===== src/rtl/sec_rtc_pkg.sv =====
package sec_rtc_pkg;

  localparam logic [7:0] OFF_COUNT  = 8'h00;
  localparam logic [7:0] OFF_MATCH  = 8'h04;
  localparam logic [7:0] OFF_LOAD   = 8'h08;
  localparam logic [7:0] OFF_CTRL   = 8'h0C;
  localparam logic [7:0] OFF_MSTAT  = 8'h10;
  localparam logic [7:0] OFF_RSTAT  = 8'h14;
  localparam logic [7:0] OFF_EOI    = 8'h18;
  localparam logic [7:0] OFF_VER    = 8'h1C;

  localparam int CTL_IE   = 0;
  localparam int CTL_MASK = 1;
  localparam int CTL_RUN  = 2;
  localparam int CTL_WRAP = 3;
  localparam int CTL_W    = 4;

  // value the counter takes on an enabled tick
  function automatic logic [31:0] next_count(input logic [31:0] cur,
                                             input logic        pend,
                                             input logic [31:0] staged,
                                             input logic        wrap);
    logic [32:0] sum;
    sum = {1'b0, cur} + 33'd1;
    if (pend)
      return staged;
    else if (sum[32])
      return wrap ? 32'd0 : cur;
    else
      return sum[31:0];
  endfunction

endpackage


===== src/rtl/sec_rtc_prescaler.sv =====
module sec_rtc_prescaler #(
  parameter int TICK_DIV = 32768
) (
  input  logic clk,
  input  logic rst_n,
  output logic tick_o
);
  localparam int CW = (TICK_DIV > 2) ? $clog2(TICK_DIV) : 1;
  localparam logic [CW-1:0] LAST = CW'(TICK_DIV - 1);

  logic [CW-1:0] phase_q;

  assign tick_o = (phase_q == LAST);

  always_ff @(posedge clk or negedge rst_n) begin
    if (!rst_n)      phase_q <= '0;
    else if (tick_o) phase_q <= '0;
    else             phase_q <= phase_q + 1'b1;
  end
endmodule


===== src/rtl/sec_rtc_counter.sv =====
module sec_rtc_counter
  import sec_rtc_pkg::*;
#(
  parameter int CNT_W = 32
) (
  input  logic             clk,
  input  logic             rst_n,
  input  logic             tick_i,
  input  logic             run_i,
  input  logic             wrap_i,
  input  logic             wr_load_i,
  input  logic             wr_match_i,
  input  logic [CNT_W-1:0] wdata_i,
  output logic [CNT_W-1:0] count_o,
  output logic [CNT_W-1:0] staged_o,
  output logic [CNT_W-1:0] match_o,
  output logic             pend_o,
  output logic             step_o,
  output logic             hit_o
);
  logic [CNT_W-1:0] nxt;

  assign step_o = tick_i & run_i;
  assign nxt    = next_count(count_o, pend_o, staged_o, wrap_i);
  assign hit_o  = step_o & (nxt == match_o);

  always_ff @(posedge clk or negedge rst_n) begin
    if (!rst_n) begin
      count_o  <= '0;
      staged_o <= '0;
      match_o  <= '0;
      pend_o   <= 1'b0;
    end else begin
      if (step_o)     count_o  <= nxt;
      if (wr_load_i)  staged_o <= wdata_i;
      if (wr_match_i) match_o  <= wdata_i;
      if (wr_load_i)  pend_o   <= 1'b1;
      else if (step_o) pend_o  <= 1'b0;
    end
  end
endmodule


===== src/rtl/sec_rtc_alarm.sv =====
module sec_rtc_alarm (
  input  logic clk,
  input  logic rst_n,
  input  logic hit_i,
  input  logic clear_i,
  input  logic ie_i,
  input  logic mask_i,
  output logic raw_o,
  output logic masked_o
);
  always_ff @(posedge clk or negedge rst_n) begin
    if (!rst_n)       raw_o <= 1'b0;
    else if (hit_i)   raw_o <= 1'b1;
    else if (clear_i) raw_o <= 1'b0;
  end

  assign masked_o = raw_o & ie_i & ~mask_i;
endmodule


===== src/rtl/sec_rtc_core.sv =====
module sec_rtc_core
  import sec_rtc_pkg::*;
#(
  parameter int          TICK_DIV = 32768,
  parameter int          ADDR_W   = 5,
  parameter logic [31:0] VERSION  = 32'h0001_0200
) (
  input  logic              clk,
  input  logic              rst_n,
  input  logic [ADDR_W-1:0] bus_addr,
  input  logic              bus_we,
  input  logic [31:0]       bus_wdata,
  input  logic              bus_re,
  output logic [31:0]       bus_rdata,
  output logic              irq_o
);
  localparam int CNT_W = 32;

  logic [7:0]       addr8;
  logic [CTL_W-1:0] ctrl_q;
  logic             tick, step, hit, pend, raw, masked, eoi_clr;
  logic             wr_load, wr_match, wr_ctrl;
  logic [CNT_W-1:0] count, staged, match;
  logic [31:0]      rd_mux;

  assign addr8    = 8'(bus_addr);
  assign wr_load  = bus_we & (addr8 == OFF_LOAD);
  assign wr_match = bus_we & (addr8 == OFF_MATCH);
  assign wr_ctrl  = bus_we & (addr8 == OFF_CTRL);
  assign eoi_clr  = bus_re & (addr8 == OFF_EOI);

  sec_rtc_prescaler #(.TICK_DIV(TICK_DIV)) u_presc (
    .clk(clk), .rst_n(rst_n), .tick_o(tick)
  );

  sec_rtc_counter #(.CNT_W(CNT_W)) u_cnt (
    .clk(clk), .rst_n(rst_n), .tick_i(tick),
    .run_i(ctrl_q[CTL_RUN]), .wrap_i(ctrl_q[CTL_WRAP]),
    .wr_load_i(wr_load), .wr_match_i(wr_match), .wdata_i(bus_wdata),
    .count_o(count), .staged_o(staged), .match_o(match),
    .pend_o(pend), .step_o(step), .hit_o(hit)
  );

  sec_rtc_alarm u_alarm (
    .clk(clk), .rst_n(rst_n), .hit_i(hit), .clear_i(eoi_clr),
    .ie_i(ctrl_q[CTL_IE]), .mask_i(ctrl_q[CTL_MASK]),
    .raw_o(raw), .masked_o(masked)
  );

  always_ff @(posedge clk or negedge rst_n) begin
    if (!rst_n)       ctrl_q <= '0;
    else if (wr_ctrl) ctrl_q <= bus_wdata[CTL_W-1:0];
  end

  always_comb begin
    unique case (addr8)
      OFF_COUNT: rd_mux = count;
      OFF_MATCH: rd_mux = match;
      OFF_LOAD:  rd_mux = staged;
      OFF_CTRL:  rd_mux = 32'(ctrl_q);
      OFF_MSTAT: rd_mux = {31'd0, masked};
      OFF_RSTAT: rd_mux = {31'd0, raw};
      OFF_VER:   rd_mux = VERSION;
      default:   rd_mux = 32'd0;
    endcase
  end

  always_ff @(posedge clk or negedge rst_n) begin
    if (!rst_n)      bus_rdata <= '0;
    else if (bus_re) bus_rdata <= rd_mux;
    else             bus_rdata <= '0;
  end

  assign irq_o = masked;
endmodule


===== config.mk =====
export PLATFORM = sky130hd
export DESIGN_NAME = sec_rtc_core
export DESIGN_NICKNAME = d
export VERILOG_FILES = /design/src/rtl/sec_rtc_pkg.sv /design/src/rtl/sec_rtc_prescaler.sv /design/src/rtl/sec_rtc_counter.sv /design/src/rtl/sec_rtc_alarm.sv /design/src/rtl/sec_rtc_core.sv
export SDC_FILE = /design/constraint.sdc
export NUM_CORES = 1
export LEC_CHECK = 0
export CORE_AREA = 4 4 132 134
export DETAILED_ROUTE_END_ITERATION = 7
export DIE_AREA = 0 0 136 138
export DONT_BUFFER_PORTS = 1
export PLACE_DENSITY = 0.69
export SLEW_MARGIN = 20
export SYNTH_ARGS = -nofsm -noshare
export SYNTH_HDL_FRONTEND = slang
export SYNTH_HIERARCHICAL = 1
export SYNTH_SLANG_ARGS = --single-unit

===== constraint.sdc =====
create_clock -name clk -period 3.9 [get_ports clk]
set_clock_uncertainty 0.05 [all_clocks]
set_input_delay 0.975 -clock clk [delete_from_list [all_inputs] [get_ports clk]]
set_output_delay 0.975 -clock clk [all_outputs]
set_load 0.01 [all_outputs]

* Yosys cells after proc, flatten, opt, wreduce, memory -nomap -nowiden
Index checks and enable logic that the tools add are counted.
Widths: inputs -> output; s select.
** Operators by class
- $add $sub $neg :: 2
- Eq/ne operators :: 9
- Mux-type cells :: 10
- Bitwise gates (word level) :: 9
- Reduce and logical (&&, ||, !) cells :: 3
** Operator list (number)
- $pmux 32 s7 :: 1
- $mux 32 :: 4
- $add 32x1->33 const B :: 1
- $eq 32x32->1 :: 1
- $eq 5x5->1 const B :: 4
- $add 15x1->15 const B :: 1
- $eq 15x15->1 const B :: 1
- $mux 15 :: 1
- $eq 5x4->1 const B :: 2
- $and 1x1->1 :: 8
- $logic_not 8->1 :: 1
- $eq 5x3->1 const B :: 1
- $mux 1 :: 4
- $reduce_bool 2->1 :: 2
- $not 1->1 :: 1
** Word-level totals
- Flip-flop bits (word level) :: 149
- Word-level logic and storage cells :: 41

* Longest topological paths before layout
Gate-level depths: netlist (run 1).
- Word-level depth :: 6
- Depth in mapped cells :: 15
- Gate-level depth less buffers :: 14

* Hierarchy
Netlist (run 1), hierarchy kept.
** Modules (own cells, without submodules)
- sec_rtc_counter :: instances 1, cells each 646, area each 6069.6 sq um, sequential area each 2427.3 sq um
- sec_rtc_core :: instances 1, cells each 181, area each 1988.2 sq um, sequential area each 900.9 sq um
- sec_rtc_prescaler :: instances 1, cells each 62, area each 690.7 sq um, sequential area each 375.4 sq um
- sec_rtc_alarm :: instances 1, cells each 5, area each 43.8 sq um, sequential area each 25.0 sq um

* Least setup slack after synthesis (run 1)
OpenSTA, ideal clock, no wires.
- Kind :: reg-to-reg
- From :: reg u_cnt.count_o[0]
- To :: reg u_alarm.raw_o
- Arrival :: 3.230 ns
- Data required time :: 3.786 ns
- Slack :: 0.556 ns
- Cell stages (with the launch flop) :: 15
- Path buffers :: 3
- Period minus slack after synthesis :: 3.344 ns
- Cells stage by stage :: dfrtp_1 ha_1 buf_2 nand3_4 or4_4 buf_6 or3_4 buf_6 and2_1 o31ai_1 xor2_1 nor4_1 o2111ai_1 nor4b_2 a21o_1
** Between the ends
- Cells in the longest elaborated chain, start to end :: 6
- Elaborated cells between the ends (all ways) :: 8
- Those cells by class :: add/sub (1); eq/ne (1); mux (4); bitwise (1); reduce/logical (1)
** RTL lines
- start, declared :: RTL line sec_rtc_counter.sv:14 : output logic [CNT_W-1:0] count_o,
- start signal, assigned :: RTL line sec_rtc_counter.sv:34 : if (step_o) count_o <= nxt;
- $add 32x1->33 or $mux 32 (tied branches) :: RTL line sec_rtc_pkg.sv:24, sec_rtc_pkg.sv:28
- $mux 32 * :: RTL line sec_rtc_pkg.sv:27 : else if (sum[32])
- $mux 32 * :: RTL line sec_rtc_pkg.sv:25 : if (pend)
- $eq 32x32->1 * :: RTL line sec_rtc_counter.sv:25 : assign hit_o = step_o & (nxt == match_o);
- $and 1x1->1 * :: RTL line sec_rtc_counter.sv:25
- named net hit :: RTL line sec_rtc_core.sv:21 : logic tick, step, hit, pend, raw, masked, eoi_clr;
- $mux 1 or $reduce_bool 2->1 (tied branches)
- end signal, assigned :: RTL line sec_rtc_alarm.sv:12 : if (!rst_n) raw_o <= 1'b0;
- end signal, assigned :: RTL line sec_rtc_alarm.sv:13 : else if (hit_i) raw_o <= 1'b1;
- end signal, assigned :: RTL line sec_rtc_alarm.sv:14 : else if (clear_i) raw_o <= 1'b0;
- end, declared :: RTL line sec_rtc_alarm.sv:8 : output logic raw_o,
The timed path passes the listed nets; every way through them passes the cells marked *.
A chain may end at the register's enable or synchronous reset.

* Final worst setup path (run 1)
Ends and elaborated chain as after synthesis.

==> results of run 1 <==
==> power groups by stage <==
stage	sequential (mW)	clock, mW	combinational (mW)
finish	1.89	1.75	0.802
global route	1.91	1.84	0.852
CTS	1.88	1.77	0.785
detailed placement	1.91	0	0.777
global placement	1.90	0	0.767
floorplan	1.84	0	0.559
==> flip-flops by register name, summed over array words and instances, names as in the netlist <==
name,count
bus_rdata,32
u_cnt/count_o,32
u_cnt/match_o,32
u_cnt/staged_o,32
u_presc/phase_q,15
ctrl_q,4
u_alarm/raw_o,1
u_cnt/pend_o,1
==> worst max path at each step <==
stage / depth (start not counted) / end / start
after global placement: 11 / u_alarm/raw_o$_DFFE_PN0P_ / u_cnt/count_o[0]$_DFFE_PN0P_
after global routing: 12 / u_alarm/raw_o$_DFFE_PN0P_ / u_cnt/count_o[0]$_DFFE_PN0P_
after CTS: 12 / u_alarm/raw_o$_DFFE_PN0P_ / u_cnt/count_o[0]$_DFFE_PN0P_
after floorplan: 14 / u_alarm/raw_o$_DFFE_PN0P_ / u_cnt/count_o[0]$_DFFE_PN0P_
after detailed placement: 12 / u_alarm/raw_o$_DFFE_PN0P_ / u_cnt/count_o[0]$_DFFE_PN0P_
final: 12 / u_alarm/raw_o$_DFFE_PN0P_ / u_cnt/count_o[0]$_DFFE_PN0P_
==> placed cells by master (no fill, tap or decap), types with 8 or more instances in the layout <==
cell,count
sky130_fd_sc_hd__buf_4,45
sky130_fd_sc_hd__nor4_1,9
sky130_fd_sc_hd__nand2_1,86
sky130_fd_sc_hd__a31oi_1,11
sky130_fd_sc_hd__o22a_1,8
sky130_fd_sc_hd__nor3_1,17
sky130_fd_sc_hd__nor2_1,64
sky130_fd_sc_hd__and3_1,15
sky130_fd_sc_hd__and4_1,9
sky130_fd_sc_hd__nand3_1,24
sky130_fd_sc_hd__xnor2_1,29
sky130_fd_sc_hd__nand4_1,19
sky130_fd_sc_hd__a21oi_1,45
sky130_fd_sc_hd__clkbuf_16,17
sky130_fd_sc_hd__o21ai_0,41
sky130_fd_sc_hd__mux2_2,87
sky130_fd_sc_hd__inv_1,22
sky130_fd_sc_hd__o211ai_1,8
sky130_fd_sc_hd__a22oi_1,30
sky130_fd_sc_hd__dfrtp_1,148
sky130_fd_sc_hd__xor2_1,29
==> kinds of logic (layout without fill, tap and decap cells) <==
logic type               count (synthesis)  in the layout
adder cells (fa/ha/maj)                  2              2
flip-flops                             149            149
multiplexers                            97             97
AND/OR/NAND/NOR                        294            294
XOR/XNOR                                58             58
AO/OA/AOI/OAI                          206            206
buffers and inverters                   88            101
==> final cells by class <==
class,count,share of cell area [%]
Clock inverter,12,1.720
Clock buffer,20,4.685
Sequential cell,149,38.27
Timing Repair Buffer,46,3.671
Tap cell,220,2.824
Multi-Input combinational cell,657,47.95
Inverter,23,0.8858
==> routing by layer <==
layer | vias to the layer above | wire [um] | global-route usage [%]
met4 | 0 | 600 | 9.125
met3 | 54 | 2130 | 5.160
met5 | - | 0 | 0
met2 | 383 | 13520 | 47.95
li1 | 3280 | - | -
met1 | 3747 | 11820 | 42.44
==> worst register-to-register path, stage by stage, from the launching register on <==
cell                        delay (ns)
sky130_fd_sc_hd__dfrtp_1          0.50
sky130_fd_sc_hd__ha_4             0.24
sky130_fd_sc_hd__nand3_4          0.14
sky130_fd_sc_hd__or4_4            0.69
sky130_fd_sc_hd__nor3_4           0.30
sky130_fd_sc_hd__buf_4            0.18
sky130_fd_sc_hd__o211ai_1         0.12
sky130_fd_sc_hd__and3_1           0.23
sky130_fd_sc_hd__a2111oi_1        0.37
sky130_fd_sc_hd__o211ai_1         0.22
sky130_fd_sc_hd__nor4_1           0.24
sky130_fd_sc_hd__nor4b_2          0.27
sky130_fd_sc_hd__a21o_1           0.11
==> stage by stage <==
stage	hold slack, ns	total power [mW]	cells	cell area (um^2)
6_report	0.1865	4.439	1127	9747
2_1_floorplan	0.3728	2.397	894	8792
5_1_grt	0.1687	4.600	1127	9747
3_5_place_dp	0.4026	2.687	1095	9104
3_3_place_gp	0.3861	2.671	1095	9104
4_1_cts	0.1736	4.436	1127	9728
==> what timing repair did <==
item                                   in CTS  in global routing
setup endpoints to repair                   0                  1
endpoints found under the hold margin       0                  0
resized for setup                           0                  3
==> reports/metrics.cfg, run 1 <==
[timing]
setup_tns_ns=0
layout_setup_ws_ns=0.1824
max_slew_margin_pct=34.66
maxClockFrequency_mhz=269.0
max_slew.worst_pin.slew_ns=0.9801
period_needed_ns=3.718
fin_crit_sh_pct=95.32
final-max-slew-violation-count=0
grt_setup_unrepaired=no
final-setup-viol-count=0
fin_hold_viols=0

[cts]
htree_num_levels=4
tritoncts_clock_tree=done
buffer_depth_of_the_longest_clock_path=2
clock_insertion_delay_worst_skew_ns=0.43
cts_num_sinks=149
cts_root_buffer=sky130_fd_sc_hd__clkbuf_16
cts_hold_repair.buffers=0
cts_setup_buffers=0
cts_inserted_buffers=17
clk_pin_slew_worst_paths_ns=0.06

[setup_path]
regToRegSetupSlack_ns=0.18
crit_path_start_kind=register
critical_path.max_fanout=9
crit_path_max_incr_delay_ns=0.69
timing.critical_path.to_type=register
worst-path-buf-inv=1
critical_path.top_delay_family=simple AND/OR/NAND/NOR gates
r2r_end=u_alarm/raw_o$_DFFE_PN0P_
worst_path_most_repeated_cell=sky130_fd_sc_hd__o211ai_1
critPathRequiredTime_ns=4.22
worst_r2r_path_depth=12
critical_path_arrival_ns=4.04
crit_chain=ha_4, nand3_4, or4_4, nor3_4, buf_4, o211ai_1, and3_1, a2111oi_1, o211ai_1, nor4_1, nor4b_2, a21o_1
critPathKind=reg2reg
standard_cell_with_the_maximum_stage_delay_on_the_critical_path=sky130_fd_sc_hd__or4_4
rr_startpoint=u_cnt/count_o[0]$_DFFE_PN0P_

[final_layout]
multi_input_comb_area_mm2=0.004673
drive_gt1_share_pct=22.38
sequential_cell_area_mm2=0.003730
fin_util_pct=59.84
layout-area-overhead-vs-synth_pct=10.86
antenna-diode-count=0
fillCellCount=1381
num-nets-final=937

[logic_synthesis]
yosysUniqueCellTypes=87
synth_top_cell_area_share_pct=42.41
yosys-top-cells-area=sky130_fd_sc_hd__dfrtp_1 42%, sky130_fd_sc_hd__mux2_2 11%, sky130_fd_sc_hd__nand2_1 3.7%
ys_top_cells_by_count=149 x sky130_fd_sc_hd__dfrtp_1, 87 x sky130_fd_sc_hd__mux2_2, 86 x sky130_fd_sc_hd__nand2_1
synth-simple-area-share_pct=18.07
synth-seq-cells=149
seq_area_frac_synth_pct=42.41
synthesis.instances=894
synth.net_count=937
yosys_warnings=6
synth-main-ff-cell=sky130_fd_sc_hd__dfrtp_1
synthMuxAreaShare_pct=12.51
synth-edff-count=0
yosys.area_share.adder_pct=0.2846
per_instance_average_area_after_synthesis_um2=9.835
synth_compound_gate_area_share_pct=16.18
netlist_area_mm2=0.008792
synth_top_family_by_area=simple AND/OR/NAND/NOR gates
synthXorXnorAreaFrac_pct=5.778
synth_area_leader_cell=sky130_fd_sc_hd__dfrtp_1
synthMostInstantiatedCell=sky130_fd_sc_hd__dfrtp_1
asyncSetResetFlopFracSynth_pct=100.0

[drt]
drc=0
detail_route.wl_per_cell_um=24.91
routed_antenna_nets=0
routed-via-count=7464
postRouteWirelength_mm=28.07
drtIter0Drc=789
route.detailed.vias_per_inst=6.623
detail_route.first_pass.iterations=6

[pwr]
p_seq_share_pct=42.6
p_int_mw=3.095
comb_power_share_pct=18.1
netSwitchingPower_mw=1.344
leakage_nw=4.107
worst_ir_drop_vdd_v=0.0003117
netSwitchingFraction_pct=30.27
cellPowerDensity_mw_per_mm2=455.4
clock_power_share_pct=39.4

[floorplanning]
design.core.area_mm2=0.01629
die_area_mm2=0.01877
floorplan.initialDensity_pct=53.97
io_pins=74
die_x_um=136
placement_rows=47
die-height_um=138

[grt]
vias_in_the_first_global_route=7269
grt_antenna_before_repair=0
wire_length_of_the_first_global_routing_pass_mm=43.73
global_route.usage.total_pct=30.18
grt_overflow=0
grt_start_max_net_pins=150

[placed_design]
numPortBuffers=0
routabilityCongestion=1.001
detailedPlace.worstSlack_ns=0.08257
detailedPlacementHpwl_mm=19.72

[run]
max_cap_viol_count=0

[status]
status=complete, no violations

[hold_path]
holdCritPathClass=in2async

Power figures use the tool's default switching activity.
==> run 2: changes to the inputs <==
==> constraint.sdc (replaced) <==
create_clock -name clk -period 3.9 [get_ports clk]
set_clock_uncertainty 0.05 [all_clocks]
set_input_delay 0.39 -clock clk [delete_from_list [all_inputs] [get_ports clk]]
set_output_delay 0.39 -clock clk [all_outputs]
set_load 0.01 [all_outputs]
==> reports/metrics.cfg, run 2 (synthesis results as in run 1) <==
[final_layout]
layout_common_cells=148 x sky130_fd_sc_hd__dfrtp_1, 87 x sky130_fd_sc_hd__mux2_2, 86 x sky130_fd_sc_hd__nand2_1
layout-area-overhead-vs-synth_pct=10.55
drive_gt1_share_pct=22.25
num-nets-final=938
mostFrequentLayoutCell=sky130_fd_sc_hd__dfrtp_1
fillCellCount=1465
antenna-diode-count=0
finalNonFillerCells=1128

[setup_path]
crit_path_start_kind=register
crit_path_max_incr_delay_ns=0.68
timing.critical_path.to_type=register
crit_chain=ha_2, nand3_4, or4_4, o31ai_4, o32ai_1, a21oi_2, o211ai_1, or4_1, nor4_1, nor4b_2, a21o_1
critical_path_arrival_ns=4.04
critical_path.max_fanout=9
standard_cell_with_the_maximum_stage_delay_on_the_critical_path=sky130_fd_sc_hd__or4_4
critPathRequiredTime_ns=4.21
critPathKind=reg2reg

[pwr]
clock_power_share_pct=37.5
cellPowerDensity_mw_per_mm2=447.8
p_seq_share_pct=43.4
comb_power_share_pct=19.1
leakage_nw=4.089
worst_ir_drop_vdd_v=0.0003182
p_int_mw=2.994
netSwitchingPower_mw=1.358
netSwitchingFraction_pct=31.20

[cts]
buffer_depth_of_the_longest_clock_path=2
cts_root_buffer=sky130_fd_sc_hd__clkbuf_16
clk_pin_slew_worst_paths_ns=0.07
cts_num_sinks=149
cts_inserted_buffers=17
htree_num_levels=4
tritoncts_clock_tree=done
clock_insertion_delay_worst_skew_ns=0.43

[grt]
grt_antenna_before_repair=0
global_route.usage.total_pct=30.19
grt_busiest_layer=met2
globalRouteMet3Util_pct=5.087
grt_start_max_net_pins=150
vias_in_the_first_global_route=7195
wire_length_of_the_first_global_routing_pass_mm=43.56
met1_use_gr_pct=43.37
grtUsageMet2_pct=46.52
grt_overflow=0

[drt]
routed-via-count=7283
routed_antenna_nets=0
detail_route.wl_per_cell_um=24.79
route.detailed.vias_per_inst=6.457
drtIter0Drc=728
detail_route.first_pass.iterations=5
postRouteWirelength_mm=27.97
drc=0

[timing]
fin_hold_viols=0
fin_crit_sh_pct=95.65
maxClockFrequency_mhz=268.1
grt_setup_unrepaired=no
period_needed_ns=3.730
final-max-slew-violation-count=0
final-setup-viol-count=0
setup_tns_ns=0
max_slew_margin_pct=38.37
max_slew.worst_pin.slew_ns=0.9244
timing.hold.ws_ns=0.03117

[floorplanning]
floorplan.initialDensity_pct=53.97
design.core.area_mm2=0.01629
placement_rows=47
io_pins=74
die-height_um=138
die_x_um=136
die_area_mm2=0.01877

[placed_design]
routabilityCongestion=1.005
numPortBuffers=0
detailedPlacementHpwl_mm=19.28
dp_cells=1091

[status]
status=complete, no violations

[run]
max_cap_viol_count=0

[hold_path]
holdCritPathClass=in2reg

==> run 2: cell types whose count changed in the layout (fill, tap and decap cells not counted), sizes merged <==
cell | previous run | this run
buf | 46 | 45
dlygate4sd3 | 0 | 2
clkinvlp | 2 | 3
bufinv | 3 | 2
clkinv | 3 | 4
clkbuf | 20 | 19
==> run 2: critical path: cells and delay by family (launching register included) <==
kind	cells	cell delay, ns
adders and majority gates	1	0.32
and+or+nand+nor	5	2.02
DFF	1	0.45
AOI/OAI and AO/OA	5	0.81
==> run 2: repair_timing <==
action / in CTS / in global routing
setup endpoints to repair: 1 / 1
hold buffers: 1 / 2
pin swaps: 0 / 1
setup buffers: 0 / 2
endpoints found under the hold margin: 150 / 149
gates resized for setup: 1 / 2
==> run 2: metrics by stage <==
step	setup slack (ns)	instance area [um^2]	power [mW]	util [%]
final	0.1696	9719	4.352	59.67
after global routing	0.001946	9719	4.524	59.67
after CTS	0.09524	9658	4.319	59.29
after detailed placement	0.01624	9061	2.681	55.63
after global placement	0.1559	9061	2.673	55.63
after floorplan	0.5563	8792	2.397	-
==> run 2: path summary, 6_finish.rpt <==
kind / slack [ns] / cells after the start / startpoint / end
min in group asynchronous: 0.59 / 2 / rst_n / u_presc/phase_q[10]$_DFF_PN0_
worst min-delay path: 0.03 / 2 / bus_wdata[29] / u_cnt/match_o[29]$_DFFE_PN0P_
max in group asynchronous: 2.64 / 2 / rst_n / u_cnt/count_o[19]$_DFFE_PN0P_
worst max register to register: 0.17 / 11 / u_cnt/count_o[0]$_DFFE_PN0P_ / u_alarm/raw_o$_DFFE_PN0P_
worst min register to register: 0.40 / 1 / u_presc/phase_q[0]$_DFF_PN0_ / u_presc/phase_q[0]$_DFF_PN0_
worst max-delay path: 0.17 / 11 / u_cnt/count_o[0]$_DFFE_PN0P_ / u_alarm/raw_o$_DFFE_PN0P_
==> run 2: layout make-up <==
type | instances | area, um^2 | area share [%]
clock buffers | 19 | 432.9 | 4.454
well taps | 220 | 275.3 | 2.832
multi-input cells | 657 | 4669 | 48.04
flip-flops and latches | 149 | 3730 | 38.38
repair buffers | 47 | 377.9 | 3.888
clock inverters | 13 | 147.6 | 1.519
inverters | 23 | 86.33 | 0.8883
==> run 2: power groups by stage <==
stage	Combinational (mW)	Sequential [mW]	Clock [mW]
5_1_grt	0.889	1.91	1.73
2_1_floorplan	0.559	1.84	0
3_5_place_dp	0.772	1.91	0
4_1_cts	0.780	1.88	1.66
3_3_place_gp	0.772	1.90	0
6_report	0.830	1.89	1.63
==> run 2: metal layers <==
| layer | part of all wire (%) | wire length, um |
|---|---|---|
| met2 | 47 | 13180 |
| met1 | 44 | 12260 |
| met4 | 2.6 | 733 |
| met5 | 0 | 0 |
| met3 | 6.4 | 1783 |
==> run 3: changes to the inputs <==
- GPL_TIMING_DRIVEN: default -> 0
==> reports/metrics.cfg, run 3 (synthesis results as in run 1) <==
[status]
status=complete, but fails checks
violations_in_the_final_reports=setup timing

[setup_path]
critical_path.max_fanout=7
crit_path_max_incr_delay_ns=0.70
critPathRequiredTime_ns=4.22
crit_chain=clkbuf_1, inv_1, nor2_1, o21a_1, o41ai_1, o31a_1, o211ai_1, or4_1, nor4_2, nor4b_4, a21o_1
standard_cell_with_the_maximum_stage_delay_on_the_critical_path=sky130_fd_sc_hd__o41ai_1
crit_path_start_kind=register
critPathKind=reg2reg
critical_path_arrival_ns=4.23
timing.critical_path.to_type=register
regToRegSetupSlack_ns=-0.008

[timing]
maxClockFrequency_mhz=255.9
final-setup-viol-count=1
period_needed_ns=3.908
fin_crit_sh_pct=100.2
max_slew_margin_pct=34.99
fin_hold_viols=0
final-max-slew-violation-count=0
layout_setup_ws_ns=-0.007935
max_slew.worst_pin.slew_ns=0.9727

[cts]
cts_root_buffer=sky130_fd_sc_hd__clkbuf_16
clk_pin_slew_worst_paths_ns=0.06
clock_insertion_delay_worst_skew_ns=0.44
cts_num_sinks=149
buffer_depth_of_the_longest_clock_path=2
tritoncts_clock_tree=done
htree_num_levels=4
cts_inserted_buffers=17

[placed_design]
routabilityCongestion=1.007
dpl-instance-area_mm2=0.009069
numPortBuffers=0
detailedPlace.worstSlack_ns=-0.5050
detailedPlacementHpwl_mm=20.02

[drt]
drtIter0Drc=774
routed_antenna_nets=0
drc=0
postRouteWirelength_mm=28.64
routed-via-count=7574
route.detailed.vias_per_inst=6.546
detail_route.wl_per_cell_um=24.75
detail_route.first_pass.iterations=5

[floorplanning]
placement_rows=47
design.core.area_mm2=0.01629
die_x_um=136
floorplan.initialDensity_pct=53.97
io_pins=74
die-height_um=138
die_area_mm2=0.01877

[pwr]
p_seq_share_pct=42.2
comb_power_share_pct=19.4
netSwitchingPower_mw=1.392
leakage_nw=4.190
p_int_mw=3.091
netSwitchingFraction_pct=31.05
clock_power_share_pct=38.4
worst_ir_drop_vdd_v=0.0003321
cellPowerDensity_mw_per_mm2=452.9

[final_layout]
drive_gt1_share_pct=22.20
layout_common_cells=147 x sky130_fd_sc_hd__dfrtp_1, 87 x sky130_fd_sc_hd__mux2_2, 86 x sky130_fd_sc_hd__nand2_1
mostFrequentLayoutCell=sky130_fd_sc_hd__dfrtp_1
postLayoutCellArea_mm2=0.009899
fin_util_pct=60.77
layout-area-overhead-vs-synth_pct=12.59
num-nets-final=967
antenna-diode-count=0

[grt]
wire_length_of_the_first_global_routing_pass_mm=43.80
vias_in_the_first_global_route=7365
grt_overflow=0
grt_antenna_before_repair=0
grt_start_max_net_pins=150
global_route.usage.total_pct=30.53

[hold_path]
holdCritPathClass=in2reg

[run]
max_cap_viol_count=0

-- run 3: cell count changes in the layout (fill, tap and decap cells not counted), moves of 3 or more --
cell                       previous run  this run
sky130_fd_sc_hd__clkbuf_8             0         3
sky130_fd_sc_hd__buf_2                0        22
sky130_fd_sc_hd__buf_4               44        14
sky130_fd_sc_hd__clkbuf_1             2        30
sky130_fd_sc_hd__buf_6                0         5
-- run 3: power groups by stage --
stage	Combinational (mW)	Clock (mW)	Sequential (mW)
4_1_cts	0.800	1.74	1.89
3_5_place_dp	0.776	0	1.91
5_1_grt	0.916	1.81	1.91
3_3_place_gp	0.771	0	1.91
2_1_floorplan	0.559	0	1.84
6_report	0.871	1.72	1.89
-- run 3: layer usage --
layer / up-vias / global-route usage [%] / part of all wire (%)
met5: - / 0 / 0
met4: 0 / 13.00 / 4.7
met3: 94 / 6.214 / 8.8
met2: 385 / 46.00 / 44
met1: 3753 / 42.89 / 42
li1: 3342 / - / -
-- run 3: through the flow --
stage	power [mW]	std cells	hold slack (ns)	setup TNS, ns
after floorplan	2.397	894	0.04441	0
after global placement	2.680	1114	0.04850	-0.5965
after detailed placement	2.686	1114	0.04965	-0.5050
after CTS	4.431	1147	-0.4062	0
after global routing	4.636	1157	0.03049	-0.008349
final	4.483	1157	0.02861	-0.007935
-- run 3: critical path: cells and delay by family (launching register included) --
family	cells	cell delay, ns
AND/OR/NAND/NOR	4	1.45
buffers and inverters	2	0.58
flip-flops	1	0.35
AO/OA/AOI/OAI	5	1.42
-- run 3: layout make-up --
type / instances / area [um^2]
buffer: 65 / 344.1
clock buffer: 22 / 464.2
clock inverter: 10 / 145.1
fill: 1426 / 6390
inverter: 23 / 86.33
multi-input combinational: 657 / 4748
sequential: 149 / 3731
tap: 220 / 275.3
timing repair buffer: 11 / 105.1
-- run 3: repair_timing --
item                                    in CTS  in global routing
setup buffers                                1                  8
gates cloned                                 0                  0
gates resized for setup                     14                 10
pin swaps                                    3                  4
endpoints found under the setup margin       1                  1
endpoints found under the hold margin      149                149
-- run 3: path summary, 6_finish.rpt --
check,startpoint,endpoint,cells after the start
worst max register to register,u_cnt/pend_o$_DFFE_PN0P_,u_alarm/raw_o$_DFFE_PN0P_,11
max in group asynchronous,rst_n,u_cnt/count_o[0]$_DFFE_PN0P_,2
worst max-delay path,u_cnt/pend_o$_DFFE_PN0P_,u_alarm/raw_o$_DFFE_PN0P_,11
min in group asynchronous,rst_n,u_presc/phase_q[6]$_DFF_PN0_,2
worst min-delay path,bus_wdata[21],u_cnt/match_o[21]$_DFFE_PN0P_,2
worst min register to register,u_presc/phase_q[0]$_DFF_PN0_,u_presc/phase_q[0]$_DFF_PN0_,1
